**src/rtl/sfc_pkg.sv**
```systemverilog
`timescale 1ns/1ps
package sfc_pkg;
  localparam int OPC_W      = 8;
  localparam int ALEN_W     = 2;
  localparam int DUM_W      = 4;
  localparam int DLEN_W     = 3;
  localparam int DIV_W      = 3;
  localparam int ADDR_W     = 24;
  localparam int DATA_W     = 32;
  localparam int DATA_BYTES = DATA_W / 8;
  localparam int ADDR_BYTES = ADDR_W / 8;
  localparam int MAX_BYTES  = 1 + ADDR_BYTES + (2**DUM_W - 1) + DATA_BYTES;
  localparam int CNT_W      = $clog2(8 * MAX_BYTES + 1);
  localparam int POS_W      = $clog2(DATA_W);
  localparam int CLR_BIT    = 8;

  typedef enum logic [1:0] {SEL_ADDR = 2'd0, SEL_DATA = 2'd1, SEL_CMD = 2'd2, SEL_CTRL = 2'd3} sel_e;
  typedef enum logic [1:0] {PH_OPC, PH_ADR, PH_DUM, PH_DAT} phase_e;

  // packed LSB-first: opcode [7:0], alen [9:8], dummy [13:10], dlen [16:14], write [17], keep [18]
  typedef struct packed {
    logic              keep;
    logic              wr;
    logic [DLEN_W-1:0] dlen;
    logic [DUM_W-1:0]  dum;
    logic [ALEN_W-1:0] alen;
    logic [OPC_W-1:0]  opc;
  } cmd_t;
  localparam int CMD_W = $bits(cmd_t);

  function automatic logic [CNT_W-1:0] cmd_bits(input logic [ALEN_W-1:0] al, input logic [DUM_W-1:0] dm,
                                                input logic [DLEN_W-1:0] dl, input logic with_op);
    return CNT_W'(8 * ((with_op ? 1 : 0) + int'(al) + int'(dm) + int'(dl)));
  endfunction

  function automatic phase_e byte_phase(input int idx, input logic [ALEN_W-1:0] al,
                                        input logic [DUM_W-1:0] dm, input logic with_op);
    int s;
    s = idx - (with_op ? 1 : 0);
    if (s < 0) return PH_OPC;
    if (s < int'(al)) return PH_ADR;
    if (s < int'(al) + int'(dm)) return PH_DUM;
    return PH_DAT;
  endfunction

  function automatic int phase_off(input int idx, input logic [ALEN_W-1:0] al,
                                   input logic [DUM_W-1:0] dm, input logic with_op);
    int s;
    s = idx - (with_op ? 1 : 0);
    if (s < 0) return 0;
    if (s < int'(al)) return s;
    s = s - int'(al);
    if (s < int'(dm)) return s;
    return s - int'(dm);
  endfunction

  function automatic logic [7:0] tx_byte(input phase_e ph, input int off, input logic [OPC_W-1:0] opc,
                                         input logic [ALEN_W-1:0] al, input logic wr,
                                         input logic [ADDR_W-1:0] a, input logic [DATA_W-1:0] d);
    case (ph)
      PH_OPC:  return opc;
      PH_ADR:  return 8'(a >> (8 * (int'(al) - 1 - off)));
      PH_DAT:  return wr ? 8'(d >> (8 * off)) : 8'h00;
      default: return 8'h00;
    endcase
  endfunction
endpackage

```
**src/rtl/sfc_tick.sv**
```systemverilog
`timescale 1ns/1ps
module sfc_tick #(
  parameter int DIV_W = 3
) (
  input  logic             clk,
  input  logic             rst_n,
  input  logic             run,
  input  logic [DIV_W-1:0] div,
  output logic             tick
);
  logic [DIV_W-1:0] cnt_q;
  logic [DIV_W-1:0] lim;

  assign lim  = (div == '0) ? '0 : div - 1'b1;
  assign tick = run && (cnt_q == lim);

  always_ff @(posedge clk or negedge rst_n) begin
    if (!rst_n)            cnt_q <= '0;
    else if (!run || tick) cnt_q <= '0;
    else                   cnt_q <= cnt_q + 1'b1;
  end


  half_period_bound_chk: assert property (@(posedge clk) disable iff (!rst_n)
    run |-> (cnt_q <= lim));
endmodule

```
**src/rtl/sfc_regs.sv**
```systemverilog
`timescale 1ns/1ps
module sfc_regs
  import sfc_pkg::*;
#(
  parameter logic [DIV_W-1:0] DIV_RST = 3'd2
) (
  input  logic              clk,
  input  logic              rst_n,
  input  logic              wr_en,
  input  logic [1:0]        wr_sel,
  input  logic [DATA_W-1:0] wr_data,
  input  logic              pend,
  input  logic              cap_en,
  input  logic [POS_W-1:0]  cap_pos,
  input  logic              cap_val,
  output cmd_t              cmd_w,
  output logic              cmd_go,
  output logic [ADDR_W-1:0] addr_q,
  output logic [DATA_W-1:0] data_q,
  output logic [DIV_W-1:0]  div_q,
  output logic              err_q
);
  logic is_cmd, len_bad, cmd_reject, err_clr, free_wr;

  assign cmd_w      = cmd_t'(wr_data[CMD_W-1:0]);
  assign is_cmd     = wr_en && (wr_sel == SEL_CMD);
  assign len_bad    = int'(cmd_w.dlen) > DATA_BYTES;
  assign cmd_go     = is_cmd && !pend && !len_bad;
  assign cmd_reject = is_cmd && (pend || len_bad);
  assign err_clr    = wr_en && (wr_sel == SEL_CTRL) && wr_data[CLR_BIT];
  assign free_wr    = wr_en && !pend;

  always_ff @(posedge clk or negedge rst_n) begin
    if (!rst_n) begin
      addr_q <= '0;
      data_q <= '0;
      div_q  <= DIV_RST;
      err_q  <= 1'b0;
    end else begin
      if (free_wr && wr_sel == SEL_ADDR) addr_q <= wr_data[ADDR_W-1:0];
      if (cap_en)                              data_q[cap_pos] <= cap_val;
      else if (free_wr && wr_sel == SEL_DATA)  data_q <= wr_data;
      if (free_wr && wr_sel == SEL_CTRL) div_q <= wr_data[DIV_W-1:0];
      if (cmd_reject)   err_q <= 1'b1;
      else if (err_clr) err_q <= 1'b0;
    end
  end


  reject_sets_err_chk: assert property (@(posedge clk) disable iff (!rst_n)
    cmd_reject |=> err_q);

  go_sets_pend_chk: assert property (@(posedge clk) disable iff (!rst_n)
    cmd_go |=> pend);

  data_hold_chk: assert property (@(posedge clk) disable iff (!rst_n)
    (pend && !cap_en) |=> $stable(data_q));
endmodule

```
**src/rtl/sfc_shift.sv**
```systemverilog
`timescale 1ns/1ps
module sfc_shift
  import sfc_pkg::*;
(
  input  logic              clk,
  input  logic              rst_n,
  input  logic              start,
  input  cmd_t              cmd_in,
  input  logic [ADDR_W-1:0] addr,
  input  logic [DATA_W-1:0] data,
  input  logic              tick,
  input  logic              miso,
  output logic              busy,
  output logic              sck,
  output logic              cs_n,
  output logic              mosi,
  output logic              cap_en,
  output logic [POS_W-1:0]  cap_pos,
  output logic              cap_val
);
  logic             busy_q, sck_q, cs_n_q, mosi_q, with_op_q;
  cmd_t             cmd_q;
  logic [CNT_W-1:0] bit_q, nbits;
  int               byte_i, off_i;
  phase_e           ph;
  logic [7:0]       txb;
  logic [2:0]       bpos;
  logic             at_end, fall_ev, rise_ev, done_ev;

  always_comb begin
    byte_i = int'(bit_q[CNT_W-1:3]);
    bpos   = 3'd7 - bit_q[2:0];
    nbits  = cmd_bits(cmd_q.alen, cmd_q.dum, cmd_q.dlen, with_op_q);
    ph     = byte_phase(byte_i, cmd_q.alen, cmd_q.dum, with_op_q);
    off_i  = phase_off(byte_i, cmd_q.alen, cmd_q.dum, with_op_q);
    txb    = tx_byte(ph, off_i, cmd_q.opc, cmd_q.alen, cmd_q.wr, addr, data);
  end

  assign at_end  = (bit_q == nbits);
  assign fall_ev = busy_q && tick && sck_q && !at_end;
  assign rise_ev = busy_q && tick && !sck_q;
  assign done_ev = busy_q && tick && sck_q && at_end;
  assign cap_en  = rise_ev && (ph == PH_DAT) && !cmd_q.wr;
  assign cap_pos = POS_W'(8 * off_i + int'(bpos));
  assign cap_val = miso;

  always_ff @(posedge clk or negedge rst_n) begin
    if (!rst_n) begin
      busy_q <= 1'b0; sck_q <= 1'b1; cs_n_q <= 1'b1; mosi_q <= 1'b0;
      with_op_q <= 1'b0; cmd_q <= '0; bit_q <= '0;
    end else if (start) begin
      busy_q    <= 1'b1;
      sck_q     <= 1'b1;
      cs_n_q    <= 1'b0;
      with_op_q <= cs_n_q;
      cmd_q     <= cmd_in;
      bit_q     <= '0;
    end else begin
      if (fall_ev) begin
        sck_q  <= 1'b0;
        mosi_q <= txb[bpos];
      end
      if (rise_ev) begin
        sck_q <= 1'b1;
        bit_q <= bit_q + 1'b1;
      end
      if (done_ev) begin
        busy_q <= 1'b0;
        cs_n_q <= !cmd_q.keep;
      end
    end
  end

  assign busy = busy_q;
  assign sck  = sck_q;
  assign cs_n = cs_n_q;
  assign mosi = mosi_q;


  sck_idle_chk: assert property (@(posedge clk) disable iff (!rst_n)
    cs_n_q |-> sck_q);

  mosi_edge_chk: assert property (@(posedge clk) disable iff (!rst_n)
    !$stable(mosi_q) |-> $fell(sck_q));

  cs_release_chk: assert property (@(posedge clk) disable iff (!rst_n)
    done_ev |=> (cs_n_q != $past(cmd_q.keep)));

  release_only_chk: assert property (@(posedge clk) disable iff (!rst_n)
    (busy_q && nbits == '0) |-> sck_q);
endmodule

```
**src/rtl/sflash_cmd_seq.sv**
```systemverilog
`timescale 1ns/1ps
module sflash_cmd_seq
  import sfc_pkg::*;
#(
  parameter logic [DIV_W-1:0] DIV_RST = 3'd2
) (
  input  logic        clk,
  input  logic        rst_n,
  input  logic        wr_en,
  input  logic [1:0]  wr_sel,
  input  logic [31:0] wr_data,
  output logic [31:0] data_q,
  output logic        pend,
  output logic        err,
  output logic        sck,
  output logic        cs_n,
  output logic        mosi,
  input  logic        miso
);
  cmd_t              cmd_w;
  logic              cmd_go, tick, busy, cap_en, cap_val;
  logic [POS_W-1:0]  cap_pos;
  logic [ADDR_W-1:0] addr_w;
  logic [DIV_W-1:0]  div_w;

  sfc_regs #(.DIV_RST(DIV_RST)) u_regs (
    .clk(clk), .rst_n(rst_n), .wr_en(wr_en), .wr_sel(wr_sel), .wr_data(wr_data),
    .pend(busy), .cap_en(cap_en), .cap_pos(cap_pos), .cap_val(cap_val),
    .cmd_w(cmd_w), .cmd_go(cmd_go), .addr_q(addr_w), .data_q(data_q),
    .div_q(div_w), .err_q(err)
  );

  sfc_tick #(.DIV_W(DIV_W)) u_tick (
    .clk(clk), .rst_n(rst_n), .run(busy), .div(div_w), .tick(tick)
  );

  sfc_shift u_shift (
    .clk(clk), .rst_n(rst_n), .start(cmd_go), .cmd_in(cmd_w), .addr(addr_w),
    .data(data_q), .tick(tick), .miso(miso), .busy(busy), .sck(sck),
    .cs_n(cs_n), .mosi(mosi), .cap_en(cap_en), .cap_pos(cap_pos), .cap_val(cap_val)
  );

  assign pend = busy;
endmodule

```
**config.mk**
```make
export PLATFORM = sky130hd
export DESIGN_NAME = sflash_cmd_seq
export DESIGN_NICKNAME = d
export VERILOG_FILES = /design/src/rtl/sfc_pkg.sv /design/src/rtl/sfc_tick.sv /design/src/rtl/sfc_regs.sv /design/src/rtl/sfc_shift.sv /design/src/rtl/sflash_cmd_seq.sv
export SDC_FILE = /design/constraint.sdc
export NUM_CORES = 1
export LEC_CHECK = 0
export BUFFER_PORTS_ARGS = -buffer_cell sky130_fd_sc_hd__buf_2
export CORE_MARGIN = 5
export CORE_UTILIZATION = 60
export CTS_CLUSTER_DIAMETER = 120
export CTS_CLUSTER_SIZE = 24
export DETAILED_ROUTE_END_ITERATION = 12
export PLACE_DENSITY = 0.79
export SKIP_CTS_REPAIR_TIMING = 1
export SLEW_MARGIN = 20
export SYNTH_ARGS = -nofsm -noshare
export SYNTH_HDL_FRONTEND = slang
export SYNTH_SLANG_ARGS = --single-unit
```
**constraint.sdc**
```tcl
create_clock -name clk -period 7.4 [get_ports clk]
set_clock_uncertainty 0.15 [all_clocks]
set_input_delay 0.74 -clock clk [delete_from_list [all_inputs] [get_ports clk]]
set_output_delay 0.74 -clock clk [all_outputs]
set_load 0.03 [all_outputs]
```
==> results.json <==
{
  "drtIter0Drc": 906,
  "fp.dieH_um": 124,
  "synth_edf_count": 0,
  "postSynthAreaPerCell_um2": 9.15,
  "dp_cells": 1062,
  "synthFlopType": "dfrtp_1",
  "place.port_buffers": 74,
  "synthArstFlopShare": 1.00,
  "clock_path_buffers": 2,
  "layout_common_cells": "92 x dfrtp_1, 80 x nand2_1, 73 x buf_2",
  "fin_cells": 1078,
  "path_max_fanout": 19,
  "numCtsBuffers": 9,
  "final.period_utilization": 0.928,
  "die_w_um": 124,
  "hp-class": "in2async",
  "start_util": 0.613,
  "grt_max_degree": 57,
  "cp_slowest_cell": "o211ai_2",
  "crit_path_frequent_cell": "ha_1",
  "worst-r2r-setup-slack_ps": 530,
  "antenna_found_initial": 0,
  "tns_ps": 0,
  "cpLargestDelayFamily": "compound AO/OA/AOI/OAI gates",
  "rr_endpoint": "u_shift.mosi",
  "vias": 7264,
  "r2r_start": "u_shift.bit_q[3]",
  "synth_nets": 949,
  "critPathMaxStageDelay_ps": 490,
  "cts_tree": "done",
  "dp_hpwl_um": 18100,
  "critPathCapture": "u_shift.mosi",
  "core_area_um2": 12700,
  "worst_pin_slew_ps": 1080,
  "setup_viol": 0,
  "rsz0062_at_grt": "no",
  "fmax_mhz": 146,
  "cts.clk_slew.worst_paths_ps": 70,
  "clock_sinks": 95,
  "layout.nets": 1001,
  "finalHoldViolCount": 0,
  "dieArea_um2": 15300,
  "ant_nets": 0,
  "syn-cell-area_um2": 7770,
  "path_buf_inv": 3,
  "dpl_cell_area_um2": 8240,
  "place_congestion": 0.980,
  "crit_path_end_kind": "flip-flop",
  "clk_latency_ps": 350,
  "final_util": 0.679,
  "viasPerCell": 6.74,
  "cp_data_arrival_time_ps": 6970,
  "required_ps": 7500,
  "rows": 41,
  "crit_start": "u_shift.bit_q[3]",
  "yosys_warnings": 0,
  "path_class": "reg2reg",
  "synthCells": 849,
  "htreeDepth": 3,
  "max_slew_margin": 0.281,
  "io_pins": 75,
  "dr.pass1.iters": 6,
  "layout_commonest_cell": "dfrtp_1",
  "rr_worst_depth": 27,
  "finalInstanceArea_um2": 8610,
  "cp.depth": 27,
  "avgRoutedWirePerCell_um": 22.1,
  "grt_util_all_layers": 0.318,
  "synthToLayoutAreaGrowth_pct": 10.8,
  "ys_types": 80,
  "status": "finished clean",
  "grt_first_pass_wirelength_um": 37700,
  "drive_above_1_share": 0.196,
  "drt-total-wl_um": 23800,
  "cts_root_buf": "clkbuf_16",
  "maxSlewViolCount": 0,
  "period_minus_slack_ps": 6870,
  "grt-ovfl-total": 0,
  "seq_area_frac_synth": 0.307,
  "grt_pass1_vias": 7067,
  "synth-seq-cells": 95,
  "antennaDiodeCount": 0,
  "maxCapViolCount": 0,
  "cp-start-kind": "flip-flop",
  "drc": 0
}
-- worst min path at each step --
stage | start | end | slack (ps)
after detailed placement | u_regs.addr_q[23] | u_regs.addr_q[23] | 350
after floorplan | rst_n | u_regs.addr_q[0] | 290
final | rst_n | u_tick.cnt_q[0] | 210
after CTS | rst_n | u_shift.bit_q[6] | 220
after global routing | rst_n | u_shift.bit_q[6] | 250
after global placement | u_tick.cnt_q[0] | u_tick.cnt_q[0] | 310
-- logic make-up (layout without fill, tap and decap cells) --
logic type	Yosys count	count (layout)	share of synthesized area
flops	95	95	0.307
compound gates	245	245	0.227
buf+inv	82	139	0.0419
xor+xnor	35	35	0.0395
fa+ha+maj	62	62	0.108
mux	77	77	0.114
simple gates	253	253	0.164
-- registers in the layout (all words and copies together) (netlist names) --
| register | flops |
|---|---|
| u_regs.div_q | 3 |
| u_regs.data_q | 32 |
| u_shift.mosi | 1 |
| u_shift.cs_n | 1 |
| u_shift.cmd_q | 19 |
| u_regs.addr_q | 24 |
| u_shift.with_op_q | 1 |
| u_tick.cnt_q | 3 |
| u_shift.sck | 1 |
| u_shift.bit_q | 8 |
| u_regs.err_q | 1 |
| u_shift.busy | 1 |
-- routing by layer --
metal / part of all wire / vias to the layer above / GRT usage
li1: - / 3265 / -
met1: 0.39 / 3520 / 0.414
met2: 0.50 / 388 / 0.533
met3: 0.067 / 91 / 0.0445
met4: 0.045 / 0 / 0.135
met5: 0 / - / 0
-- synthesized netlist by cell type (all sizes together), types with 8 or more instances --
library cell	number	area, µm²
a211o	9	78.8
a21o	17	128
a21oi	58	290
a221o	33	330
a31oi	15	93.8
and3	8	50.1
clkbuf	32	120
dfrtp	92	2300
fa	8	160
ha	54	676
inv	43	164
mux2	46	518
mux2i	27	274
nand2	80	300
nand2b	14	87.6
nand3	12	65.1
nand4	15	93.8
nor2	56	210
nor2b	15	93.8
nor3	23	135
o21ai	40	204
xnor2	24	210
xor2	11	96.3
-- final cells by class --
cell class,count,area [µm²]
multi-input combinational,672,5100
fill,995,4060
sequential,95,2380
timing repair buffer,79,410
clock buffer,12,256
tap,172,215
inverter,44,168
clock inverter,4,76.3
-- stage by stage --
| step | worst slack, ps | hold slack [ps] |
|---|---|---|
| finish | 534 | 208 |
| detailed placement | 452 | 345 |
| global route | 43.0 | 254 |
| global placement | 606 | 315 |
| floorplan | 1520 | 294 |
| CTS | 432 | 222 |
Power is left out: the tool's default activity adds up to more than one toggle a clock period on the data nets, which glitch-free logic cannot reach.
